[src/rtl/isel_pkg.sv]
// Shared constants and types for the issue selector.
// Assumes latency fields are 4 bits wide throughout the block.
package isel_pkg;
    localparam int LAT_W = 4;

    // What the walk did with one class in the current cycle.
    typedef enum logic [1:0] {
        ACT_NONE  = 2'd0,
        ACT_DROP  = 2'd1,
        ACT_ISSUE = 2'd2,
        ACT_BUSY  = 2'd3
    } walk_act_e;
endpackage

[src/rtl/isel_ready_q.sv]
// Ready set of one operation class. Presents the entry with the lowest
// sequence number as head. Assumes the caller never writes to a full set
// and that sequence numbers do not wrap while entries are held.
module isel_ready_q #(
    parameter int DEPTH = 4,
    parameter int SEQ_W = 8,
    parameter int TID_W = 1
) (
    input  logic             clk,
    input  logic             rst_n,
    input  logic             push,
    input  logic [SEQ_W-1:0] push_seq,
    input  logic [TID_W-1:0] push_tid,
    input  logic             pop,
    input  logic             kill_en,
    input  logic [TID_W-1:0] kill_tid,
    input  logic [SEQ_W-1:0] kill_seq,
    output logic             head_valid,
    output logic [SEQ_W-1:0] head_seq,
    output logic             head_dead
);
    localparam int IDX_W = (DEPTH > 1) ? $clog2(DEPTH) : 1;

    logic [DEPTH-1:0]            vld;
    logic [DEPTH-1:0]            dead;
    logic [DEPTH-1:0][SEQ_W-1:0] seq_q;
    logic [DEPTH-1:0][TID_W-1:0] tid_q;
    logic [IDX_W-1:0]            head_idx;
    logic [IDX_W-1:0]            free_idx;
    logic                        free_found;

    // Locate the oldest held entry.
    always_comb begin
        head_idx   = '0;
        head_valid = 1'b0;
        for (int i = 0; i < DEPTH; i++) begin
            if (vld[i] && (!head_valid || seq_q[i] < seq_q[head_idx])) begin
                head_idx   = IDX_W'(i);
                head_valid = 1'b1;
            end
        end
    end

    // Locate the lowest-index empty slot.
    always_comb begin
        free_idx   = '0;
        free_found = 1'b0;
        for (int i = 0; i < DEPTH; i++) begin
            if (!vld[i] && !free_found) begin
                free_idx   = IDX_W'(i);
                free_found = 1'b1;
            end
        end
    end

    assign head_seq  = seq_q[head_idx];
    assign head_dead = dead[head_idx];

    // Mark squashed entries, retire the head, store a new entry.
    always_ff @(posedge clk) begin
        if (!rst_n) begin
            vld   <= '0;
            dead  <= '0;
            seq_q <= '0;
            tid_q <= '0;
        end else begin
            for (int i = 0; i < DEPTH; i++) begin
                if (kill_en && vld[i] && tid_q[i] == kill_tid && seq_q[i] > kill_seq)
                    dead[i] <= 1'b1;
            end
            if (pop)
                vld[head_idx] <= 1'b0;
            if (push && free_found) begin
                vld[free_idx]   <= 1'b1;
                seq_q[free_idx] <= push_seq;
                tid_q[free_idx] <= push_tid;
                dead[free_idx]  <= kill_en && push_tid == kill_tid && push_seq > kill_seq;
            end
        end
    end
endmodule

[src/rtl/isel_unit_timer.sv]
// Occupancy of one execution unit. A take reserves the unit for HOLD
// cycles, counting the take cycle. HOLD of 1 models a pipelined unit.
// Assumes HOLD >= 1 and HOLD < 2**CNT_W.
module isel_unit_timer #(
    parameter int HOLD  = 1,
    parameter int CNT_W = 4
) (
    input  logic clk,
    input  logic rst_n,
    input  logic take,
    output logic free
);
    logic [CNT_W-1:0] cnt;

    assign free = (cnt == '0);

    // Load the reservation on a take, otherwise count it down.
    always_ff @(posedge clk) begin
        if (!rst_n)
            cnt <= '0;
        else if (take)
            cnt <= CNT_W'(HOLD - 1);
        else if (cnt != '0)
            cnt <= cnt - 1'b1;
    end
endmodule

[src/rtl/isel_walk.sv]
// Ranks non-empty classes by head age and walks them, oldest first.
// Per class it decides to drop, issue or report a busy unit, and it packs
// issued classes into grant slots. Equal heads rank the lower class first.
// Purely combinational. Each class is visited at most once per cycle.
module isel_walk
    import isel_pkg::*;
#(
    parameter int NUM_CLASS = 4,
    parameter int SEQ_W     = 8,
    parameter int ISSUE_W   = 2,
    parameter int CLS_W     = 2
) (
    input  logic [NUM_CLASS-1:0]            head_valid,
    input  logic [NUM_CLASS-1:0][SEQ_W-1:0] head_seq,
    input  logic [NUM_CLASS-1:0]            head_dead,
    input  logic [NUM_CLASS-1:0]            unit_free,
    input  logic [NUM_CLASS-1:0]            needs_unit,
    input  logic                            ex_ready,
    output walk_act_e                       act [NUM_CLASS],
    output logic [ISSUE_W-1:0]              slot_v,
    output logic [ISSUE_W-1:0][CLS_W-1:0]   slot_cls
);
    logic [NUM_CLASS-1:0][CLS_W-1:0] rank;
    logic [NUM_CLASS-1:0][CLS_W-1:0] order;
    logic [NUM_CLASS-1:0]            order_v;

    // Rank of each class = number of non-empty classes with an older head.
    always_comb begin
        for (int c = 0; c < NUM_CLASS; c++) begin
            rank[c] = '0;
            for (int d = 0; d < NUM_CLASS; d++) begin
                if (d != c && head_valid[d] &&
                    (head_seq[d] < head_seq[c] || (head_seq[d] == head_seq[c] && d < c)))
                    rank[c] = rank[c] + 1'b1;
            end
        end
    end

    // Invert the ranking into an age-ordered class list.
    always_comb begin
        for (int p = 0; p < NUM_CLASS; p++) begin
            order_v[p] = 1'b0;
            order[p]   = '0;
            for (int c = 0; c < NUM_CLASS; c++) begin
                if (head_valid[c] && rank[c] == CLS_W'(p)) begin
                    order_v[p] = 1'b1;
                    order[p]   = CLS_W'(c);
                end
            end
        end
    end

    // Walk the list while slots remain and execution accepts work.
    always_comb begin
        int used;
        used     = 0;
        slot_v   = '0;
        slot_cls = '0;
        for (int c = 0; c < NUM_CLASS; c++)
            act[c] = ACT_NONE;
        for (int p = 0; p < NUM_CLASS; p++) begin
            if (order_v[p] && ex_ready && used < ISSUE_W) begin
                if (head_dead[order[p]]) begin
                    act[order[p]] = ACT_DROP;
                end else if (!needs_unit[order[p]] || unit_free[order[p]]) begin
                    act[order[p]]  = ACT_ISSUE;
                    slot_v[used]   = 1'b1;
                    slot_cls[used] = order[p];
                    used           = used + 1;
                end else begin
                    act[order[p]] = ACT_BUSY;
                end
            end
        end
    end
endmodule

[src/rtl/age_issue_select.sv]
// Top of the oldest-first issue selector. Holds one ready set and, where
// needed, one unit timer per class. Registers up to ISSUE_W grants per
// cycle and keeps saturating per-class stall counters.
// Assumes the producer never overfills a class and sequence numbers do not
// wrap. Latency parameters pack 4-bit fields, class 0 in the low bits.
module age_issue_select
    import isel_pkg::*;
#(
    parameter int NUM_CLASS = 4,
    parameter int DEPTH     = 4,
    parameter int SEQ_W     = 8,
    parameter int TID_W     = 1,
    parameter int ISSUE_W   = 2,
    parameter int BUSY_W    = 8,
    parameter logic [NUM_CLASS-1:0]       NEEDS_UNIT = 4'b1110,
    parameter logic [NUM_CLASS*LAT_W-1:0] OP_LAT     = {4'd1, 4'd4, 4'd3, 4'd1},
    parameter logic [NUM_CLASS*LAT_W-1:0] ISSUE_LAT  = {4'd1, 4'd4, 4'd1, 4'd1},
    localparam int CLS_W = (NUM_CLASS > 1) ? $clog2(NUM_CLASS) : 1
) (
    input  logic                          clk,
    input  logic                          rst_n,
    input  logic                          enq_valid,
    input  logic [CLS_W-1:0]              enq_class,
    input  logic [SEQ_W-1:0]              enq_seq,
    input  logic [TID_W-1:0]              enq_tid,
    input  logic                          kill_valid,
    input  logic [TID_W-1:0]              kill_tid,
    input  logic [SEQ_W-1:0]              kill_seq,
    input  logic                          ex_ready,
    output logic [ISSUE_W-1:0]            grant_valid,
    output logic [ISSUE_W*CLS_W-1:0]      grant_class,
    output logic [ISSUE_W*SEQ_W-1:0]      grant_seq,
    output logic [ISSUE_W*LAT_W-1:0]      grant_lat,
    output logic [NUM_CLASS*BUSY_W-1:0]   busy_cnt
);
    logic [NUM_CLASS-1:0]            head_valid;
    logic [NUM_CLASS-1:0][SEQ_W-1:0] head_seq;
    logic [NUM_CLASS-1:0]            head_dead;
    logic [NUM_CLASS-1:0]            unit_free;
    walk_act_e                       act [NUM_CLASS];
    logic [ISSUE_W-1:0]              slot_v;
    logic [ISSUE_W-1:0][CLS_W-1:0]   slot_cls;

    for (genvar c = 0; c < NUM_CLASS; c++) begin : g_cls
        isel_ready_q #(
            .DEPTH (DEPTH),
            .SEQ_W (SEQ_W),
            .TID_W (TID_W)
        ) u_q (
            .clk        (clk),
            .rst_n      (rst_n),
            .push       (enq_valid && enq_class == CLS_W'(c)),
            .push_seq   (enq_seq),
            .push_tid   (enq_tid),
            .pop        (act[c] == ACT_ISSUE || act[c] == ACT_DROP),
            .kill_en    (kill_valid),
            .kill_tid   (kill_tid),
            .kill_seq   (kill_seq),
            .head_valid (head_valid[c]),
            .head_seq   (head_seq[c]),
            .head_dead  (head_dead[c])
        );

        if (NEEDS_UNIT[c]) begin : g_unit
            isel_unit_timer #(
                .HOLD  (int'(ISSUE_LAT[c*LAT_W +: LAT_W])),
                .CNT_W (LAT_W)
            ) u_t (
                .clk   (clk),
                .rst_n (rst_n),
                .take  (act[c] == ACT_ISSUE),
                .free  (unit_free[c])
            );
        end else begin : g_nounit
            assign unit_free[c] = 1'b1;
        end
    end

    isel_walk #(
        .NUM_CLASS (NUM_CLASS),
        .SEQ_W     (SEQ_W),
        .ISSUE_W   (ISSUE_W),
        .CLS_W     (CLS_W)
    ) u_walk (
        .head_valid (head_valid),
        .head_seq   (head_seq),
        .head_dead  (head_dead),
        .unit_free  (unit_free),
        .needs_unit (NEEDS_UNIT),
        .ex_ready   (ex_ready),
        .act        (act),
        .slot_v     (slot_v),
        .slot_cls   (slot_cls)
    );

    // Register the packed grant slots with their sequence number and latency.
    always_ff @(posedge clk) begin
        if (!rst_n) begin
            grant_valid <= '0;
            grant_class <= '0;
            grant_seq   <= '0;
            grant_lat   <= '0;
        end else begin
            for (int s = 0; s < ISSUE_W; s++) begin
                grant_valid[s]                  <= slot_v[s];
                grant_class[s*CLS_W +: CLS_W]   <= slot_cls[s];
                grant_seq[s*SEQ_W +: SEQ_W]     <= head_seq[slot_cls[s]];
                grant_lat[s*LAT_W +: LAT_W]     <= OP_LAT[int'(slot_cls[s])*LAT_W +: LAT_W];
            end
        end
    end

    // Count walks that found the class unit occupied; saturate at the top.
    always_ff @(posedge clk) begin
        if (!rst_n) begin
            busy_cnt <= '0;
        end else begin
            for (int c = 0; c < NUM_CLASS; c++) begin
                if (act[c] == ACT_BUSY && busy_cnt[c*BUSY_W +: BUSY_W] != {BUSY_W{1'b1}})
                    busy_cnt[c*BUSY_W +: BUSY_W] <= busy_cnt[c*BUSY_W +: BUSY_W] + 1'b1;
            end
        end
    end
endmodule

[config.mk]
export PLATFORM = sky130hd
export DESIGN_NAME = age_issue_select
export DESIGN_NICKNAME = d
export VERILOG_FILES = /design/src/rtl/isel_pkg.sv /design/src/rtl/isel_ready_q.sv /design/src/rtl/isel_unit_timer.sv /design/src/rtl/isel_walk.sv /design/src/rtl/age_issue_select.sv
export SDC_FILE = /design/constraint.sdc
export NUM_CORES = 1
export LEC_CHECK = 0
export BUFFER_PORTS_ARGS = -buffer_cell sky130_fd_sc_hd__buf_2
export CAP_MARGIN = 20
export CORE_ASPECT_RATIO = 0.9
export CORE_MARGIN = 10
export CORE_UTILIZATION = 30
export CTS_CLUSTER_SIZE = 10
export DETAILED_ROUTE_END_ITERATION = 12
export GPL_TIMING_DRIVEN = 1
export PLACE_DENSITY = 0.52
export SETUP_SLACK_MARGIN = 0.5
export SLEW_MARGIN = 20
export SYNTH_ARGS = -nofsm -noshare
export SYNTH_HDL_FRONTEND = slang
export SYNTH_SLANG_ARGS = --single-unit
[constraint.sdc]
create_clock -name clk -period 16.4 [get_ports clk]
set_clock_uncertainty 0.2 [all_clocks]
set_input_delay 0 -clock clk [delete_from_list [all_inputs] [get_ports clk]]
set_output_delay 0 -clock clk [all_outputs]
set_load 0.05 [all_outputs]
* Word level (Yosys, flattened, before mapping)
Index checks and enable logic that the tools add are counted.
** Word-level totals
- Input port bits :: 25
- Flip-flop bits (word level) :: 250
- Output and inout port bits :: 62
** Operators by class
- $lt $le $gt $ge :: 88
- Shift operators :: 2
- Multiplexer cells :: 310
- Reduce and logical (&&, ||, !) cells :: 213
- Add/subtract/negate cells :: 17
- Equality and inequality tests :: 54
- Bitwise logic cells :: 41
** Operator list (number)
- $mux 32 :: 8
- $mux 8 :: 29
- $bmux 8 s2 :: 14
- $lt 32x3->1 const B :: 6
- $lt 8x8->1 :: 24
- $gt 8x8->1 :: 17
- $logic_and 1x1->1 :: 136
- $bwmux 32 :: 4
- $mux 1 :: 127
- $mux 2 :: 53
- $mux 4 :: 25
- $ge 32x1->1 const B :: 3
- $lt 2x3->1 const B :: 22
- $add 32x2->32 const B :: 2
- $demux 8 s2 :: 4
- $eq 8x8->1 :: 6
- $bwmux 4 :: 11
- $and 4x4->4 :: 10
- $not 4->4 :: 10
- $or 4x4->4 :: 10
- $eq 2x2->1 const B :: 18
- $logic_not 1->1 :: 36
- $add 8x1->8 const B :: 4
- $bmux 1 s2 :: 16
- other kinds (25) :: 130

* Logic depth before layout (Yosys ltp)
- Depth after elaboration :: 58
- Mapped depth :: 65
- Depth with buffers taken out :: 62

* Modules after synthesis
A second synthesis with hierarchy kept.
** Unflattened totals
- Cells, all modules :: 2597
- Area, all modules :: 21154.0 µm²
** By module, submodules not included
- isel_ready_q at g_cls[0].u_q ... :: times used 3, cells each 455, area each 3664.8 µm²
- isel_ready_q at g_cls[3].u_q :: times used 1, cells each 452, area each 3659.8 µm²
- isel_walk :: times used 1, cells each 439, area each 3029.2 µm²
- age_issue_select :: times used 1, cells each 277, area each 2845.2 µm²
- isel_unit_timer at g_cls[1].g_unit.u_t ... :: times used 2, cells each 22, area each 212.7 µm²
- isel_unit_timer at g_cls[2].g_unit.u_t :: times used 1, cells each 20, area each 200.2 µm²

* Worst setup path before layout
OpenSTA, ideal clock, no wires.
- Kind :: reg-to-reg
- Start point :: register g_cls[1].u_q.seq_q[2] in the netlist's numbering
- End point :: register busy_cnt[13]
- Cell stages (with the launch flop) :: 61
- Setup slack :: 3253 ps
- Required time :: 16130 ps
- Period minus slack after synthesis :: 13147 ps
- Data arrival time :: 12877 ps
- Library setup time :: 70 ps
- Path through :: dfxtp_1 inv_1 ha_1 a211o_1 a31oi_1 o2111ai_1 nand2_1 clkbuf_1 clkbuf_1 nor2_1 a21oi_1 ha_1 a21oi_1 o21a_1 o211a_1 nand2_1 o221ai_1 clkbuf_1 (+25 left out) a31oi_1 o21bai_1 a211oi_4 ha_1 mux2i_4 inv_1 ha_1 nand2b_1 a221o_1 inv_1 nand2_1 or3_1 o221ai_1 ha_1 o21a_1 nand4_1 or3_1 a21oi_1
** On the way
- Word-level cells in the longest chain between the ends :: 53
- Elaborated cells on any way between the ends :: 231
** RTL lines
- start, declared :: line isel_ready_q.sv:26 : logic [DEPTH-1:0][SEQ_W-1:0] seq_q;
- start signal, assigned by index :: line isel_ready_q.sv:75 : seq_q[free_idx] <= push_seq;
- parallel branches: the longest is 50 deep, another holds $lt 8x8->1
- $mux 8 (*) :: line isel_walk.sv:62 : if (order_v[p] && ex_ready && used < ISSUE_W) begin
- $eq 2x2->1 (*) :: line age_issue_select.sv:119 : if (act[c] == ACT_BUSY && busy_cnt[c*BUSY_W +: BUSY_W] != {BUSY_W{1'b1}})
- $logic_and 1x1->1 (*) :: line age_issue_select.sv:119
- end signal, assigned by index :: line age_issue_select.sv:120 : busy_cnt[c*BUSY_W +: BUSY_W] <= busy_cnt[c*BUSY_W +: BUSY_W] + 1'b1;
- end, declared :: line age_issue_select.sv:34 : output logic [NUM_CLASS*BUSY_W-1:0] busy_cnt
Mark *: on every way between the ends. The select of a mux whose other input is x is not followed.
A chain may end at the register's enable or synchronous reset.

* Worst setup path after layout
- Start point :: register g_cls[0].u_q.seq_q[5] in the netlist's numbering
- End point :: register busy_cnt[13]
** On the way
- Word-level cells in the longest chain between the ends :: 53
- Elaborated cells on any way between the ends :: 235
** RTL lines (line)
- start, declared :: isel_ready_q.sv:26
- start signal, assigned by index :: isel_ready_q.sv:75
- parallel branches: the longest is 50 deep, another holds $lt 8x8->1
- $mux 8 (*) :: isel_walk.sv:62
- $eq 2x2->1 (*) :: age_issue_select.sv:119
- $logic_and 1x1->1 (*) :: age_issue_select.sv:119
Marks and branches as above.

==> impl_results.md <==
* Placed Cells incl. Taps at 3523
* Leakage Power at 0.01005 uW
* Asr flop ratio synth at 0%
* Path category of the worst min-delay check: input port to flop
* RD Place Congestion at 0.9173
* Average footprint of a synthesized cell at 7.736 um2
* Synth Area in Compound Gates at 24.89%
* Synthesis-stage register bit count at 248
* Largest fanout of any net on the critical path at 18
* Number of DRC violations after detailed-routing iteration 0 at 1634
* Final standard cell area without fillers at 22950 um2
* Min Clock Period, post-route at 14.84 ns
* Portion of netlist area occupied by mux cells at 4.166%
* Final count of negative-setup-slack endpoints at 0
* Number of antenna violations at the first check in global routing at 0
* Core Rows at 90
* Critical path's slowest cell: sky130_fd_sc_hd__mux2i_1
* CTS Buf Count at 31
* Slew Viols, Final at 0
* Cell count after synthesis at 2640
* Result of the run: complete, no violations
* Post-Synth Adder-Cell Area at 17.95%
* Commonest cells after routing, fill and taps aside: sky130_fd_sc_hd__nand2_1 (325), sky130_fd_sc_hd__ha_1 (293), sky130_fd_sc_hd__a21oi_1 (282)
* Layout Cells excl Fill at 3592
* Die span in y at 267.5 um
* Critical Path Source Type: flop
* Worst-case hold slack at 0.08548 ns
* Area used by multi-input combinational logic at 14500 um2
* Standard cell area after detailed placement at 21800 um2
* Period Utilization, post-route at 90.50%
* # clock sinks at 248
* CTS root buf: sky130_fd_sc_hd__clkbuf_16
* Utilization after layout at 34.13%
* Kind of capture point of the worst setup path: flop
* WL/cell at 21.01 um
* Via count of the first global-routing pass at 19392
* Number of I/O port buffers at 84
* Simple-gate share of the synthesized area at 21.51%
* Post-synth cell types at 98
* Total die area at 78930 um2
* Worst EP required at 16.71 ns
* Final Hold Viols at 0
* Peak supply drop at 82.30 uV
* Data arrival time of the critical path at 15.15 ns
* TritonCTS clock tree: done
* Mean number of vias per cell at 5.590
* Storage element area at 4965 um2
* Estimated wirelength of the detail-placed design at 54700 um
* Most frequent standard cell in the layout excluding fill and tap cells: sky130_fd_sc_hd__nand2_1
* H-tree lvl count at 1
* Number of enable flip-flop cells after synthesis at 0
* Dominant synthesized flop cell: sky130_fd_sc_hd__dfxtp_1
* Slew at the pin with the worst max-slew slack at 1.188 ns
* Clock Path Buffers at 3
* Total routing usage reported by global routing at 18.51%
* Area share of xor/xnor cells in the synthesized design at 2.230%
* RSZ-0062 raised after global routing: no
* Iteration count of the initial detailed-routing pass at 5
* Aggregate global routing overflow at 0
* Wire length of the first global-routing pass at 115500 um
* Routed wire length at 75480 um
* Effective utilization at floorplan at 30.38%
* Area of the mapped netlist at 20420 um2
* Area of the placeable core at 67230 um2
* Achievable clock frequency at 0.06737 GHz
* Clock slew seen by the registers of the worst setup and hold paths at 0.06 ns
* Insertion delay of the later-clocked pin in the worst-skew pair at 0.59 ns
* Die span in x at 295.0 um
* Cell area power density at 73.41 nW/um2
* Setup TNS at 0 ns
* Count of yosys warnings during synthesis at 0
* Post-synthesis sequential area ratio at 24.31%
* Postcts setup bufs at 0
* Largest family of logic cells by synthesized area: compound AO/OA/AOI/OAI gates
* Delay contributed by the slowest stage of the critical path at 1.02 ns
* Ports at 87
* Net total in the final layout at 3018
* Share of layout cells above drive strength 1 at 9.275%
* Number of vias after detailed routing at 20080
* Number of routed nets with antenna violations at 0
* Relative max-transition margin at 18.53%
* Total DRC errors in the routed layout at 0
* Max Cap Violations at 0
* Fill cell count at 7009
* Most prevalent standard cell on the critical path: sky130_fd_sc_hd__ha_1
* Pin count of the biggest net entering global routing at 92
* Critical path type: flop to flop
* Area growth from synthesis to layout at 12.36%
[worst max-delay path: cells and delay by family, from the launching register on]
family          cells  cell delay (ns)
compound gates     27             6.46
simple gates       14             2.83
mux                 2             1.35
buf+inv             6             1.07
flops               1             0.34
fa+ha+maj           8             2.46
[worst paths after layout]
kind / from / to / slack [ns] / depth (start not counted)
max: g_cls[0].u_q.seq_q[5] / busy_cnt[13] / 1.56 / 57
min: kill_tid / g_cls[3].u_q.dead[3] / 0.09 / 7
max reg2reg: g_cls[0].u_q.seq_q[5] / busy_cnt[13] / 1.56 / 57
min reg2reg: g_cls[3].u_q.tid_q[1] / g_cls[3].u_q.tid_q[1] / 0.27 / 2
[cell families (layout without fill, tap and decap cells)]
kind of cell	Yosys count	after routing
flops	248	248
mux	81	81
buf+inv	259	335
other cells	1	3
simple gates	946	946
fa+ha+maj	293	293
compound gates	763	763
xor+xnor	49	49
[state kept, by name, summed over array words and instances (netlist names)]
register,flops
busy_cnt,32
g_cls.g_unit.u_t.cnt,12
g_cls.u_q.dead,16
g_cls.u_q.seq_q,128
g_cls.u_q.tid_q,16
g_cls.u_q.vld,16
grant_class,4
grant_lat,6
grant_seq,16
grant_valid,2
[stage by stage]
stage	total power, uW	worst slack, ns
floorplan	906.3	3.253
global placement	1015	2.042
detailed placement	1026	1.871
CTS	1699	1.812
global route	1761	0.5758
finish	1685	1.557
[cells in the mapped netlist, drive strengths merged (8+ instances only)]
master | n | area (um2)
xor2 | 19 | 185.2
a21oi | 283 | 1428
xnor2 | 30 | 270.3
nand4 | 44 | 290.3
nor2 | 277 | 1042
clkbuf | 93 | 349.1
inv | 143 | 536.8
o221ai | 8 | 76.32
and3 | 23 | 143.9
nor2b | 27 | 168.9
a211o | 17 | 148.9
a2bb2oi | 10 | 93.84
a2111oi | 10 | 150.1
or3 | 29 | 186.4
o32ai | 10 | 102.6
o21ai | 124 | 631.9
o31ai | 22 | 175.2
a22o | 8 | 70.07
buf | 22 | 117.6
nand2b | 33 | 221.5
a31oi | 18 | 118.9
or2 | 13 | 81.33
nand2 | 325 | 1220
nor3 | 44 | 235.2
ha | 293 | 3666
nand3 | 76 | 395.4
o311a | 8 | 80.08
dfxtp | 248 | 4965
mux2 | 12 | 135.1
a32o | 9 | 90.09
a22oi | 10 | 75.07
o21a | 51 | 384.1
and2 | 18 | 112.6
o211ai | 25 | 187.7
nor4 | 8 | 50.05
a21o | 44 | 330.3
mux2i | 69 | 715.7
a211oi | 38 | 332.8
[where the power goes]
group          internal (uW)  switching (uW)  leakage [uW]
clock network            385             276      0.000473
logic                    133             252       0.00757
registers                622            16.4       0.00200
[final cells by class]
class	count	share of cell area, %
clock buffers	47	4.079
flip-flops and latches	248	21.64
repair buffers	141	3.871
clock inverters	3	0.08179
well taps	874	4.766
multi-input cells	2134	63.18
inverters	144	2.377
diodes	1	0.01091
[routing by layer]
layer	wire (um)	up-vias	part of all wire, %	global-route usage (%)
met5	0	-	0	0
met4	2519	0	3.3	5.691
met3	4177	145	5.5	2.070
met2	34110	597	45	30.61
met1	34670	9662	46	24.88
li1	-	9676	-	-
[timing repair]
item	4_1_cts	5_1_grt
gates resized for setup	0	0
endpoints found under the hold margin	210	0
hold buffers	17	0
No activity file was read; power rests on OpenSTA's default activity.
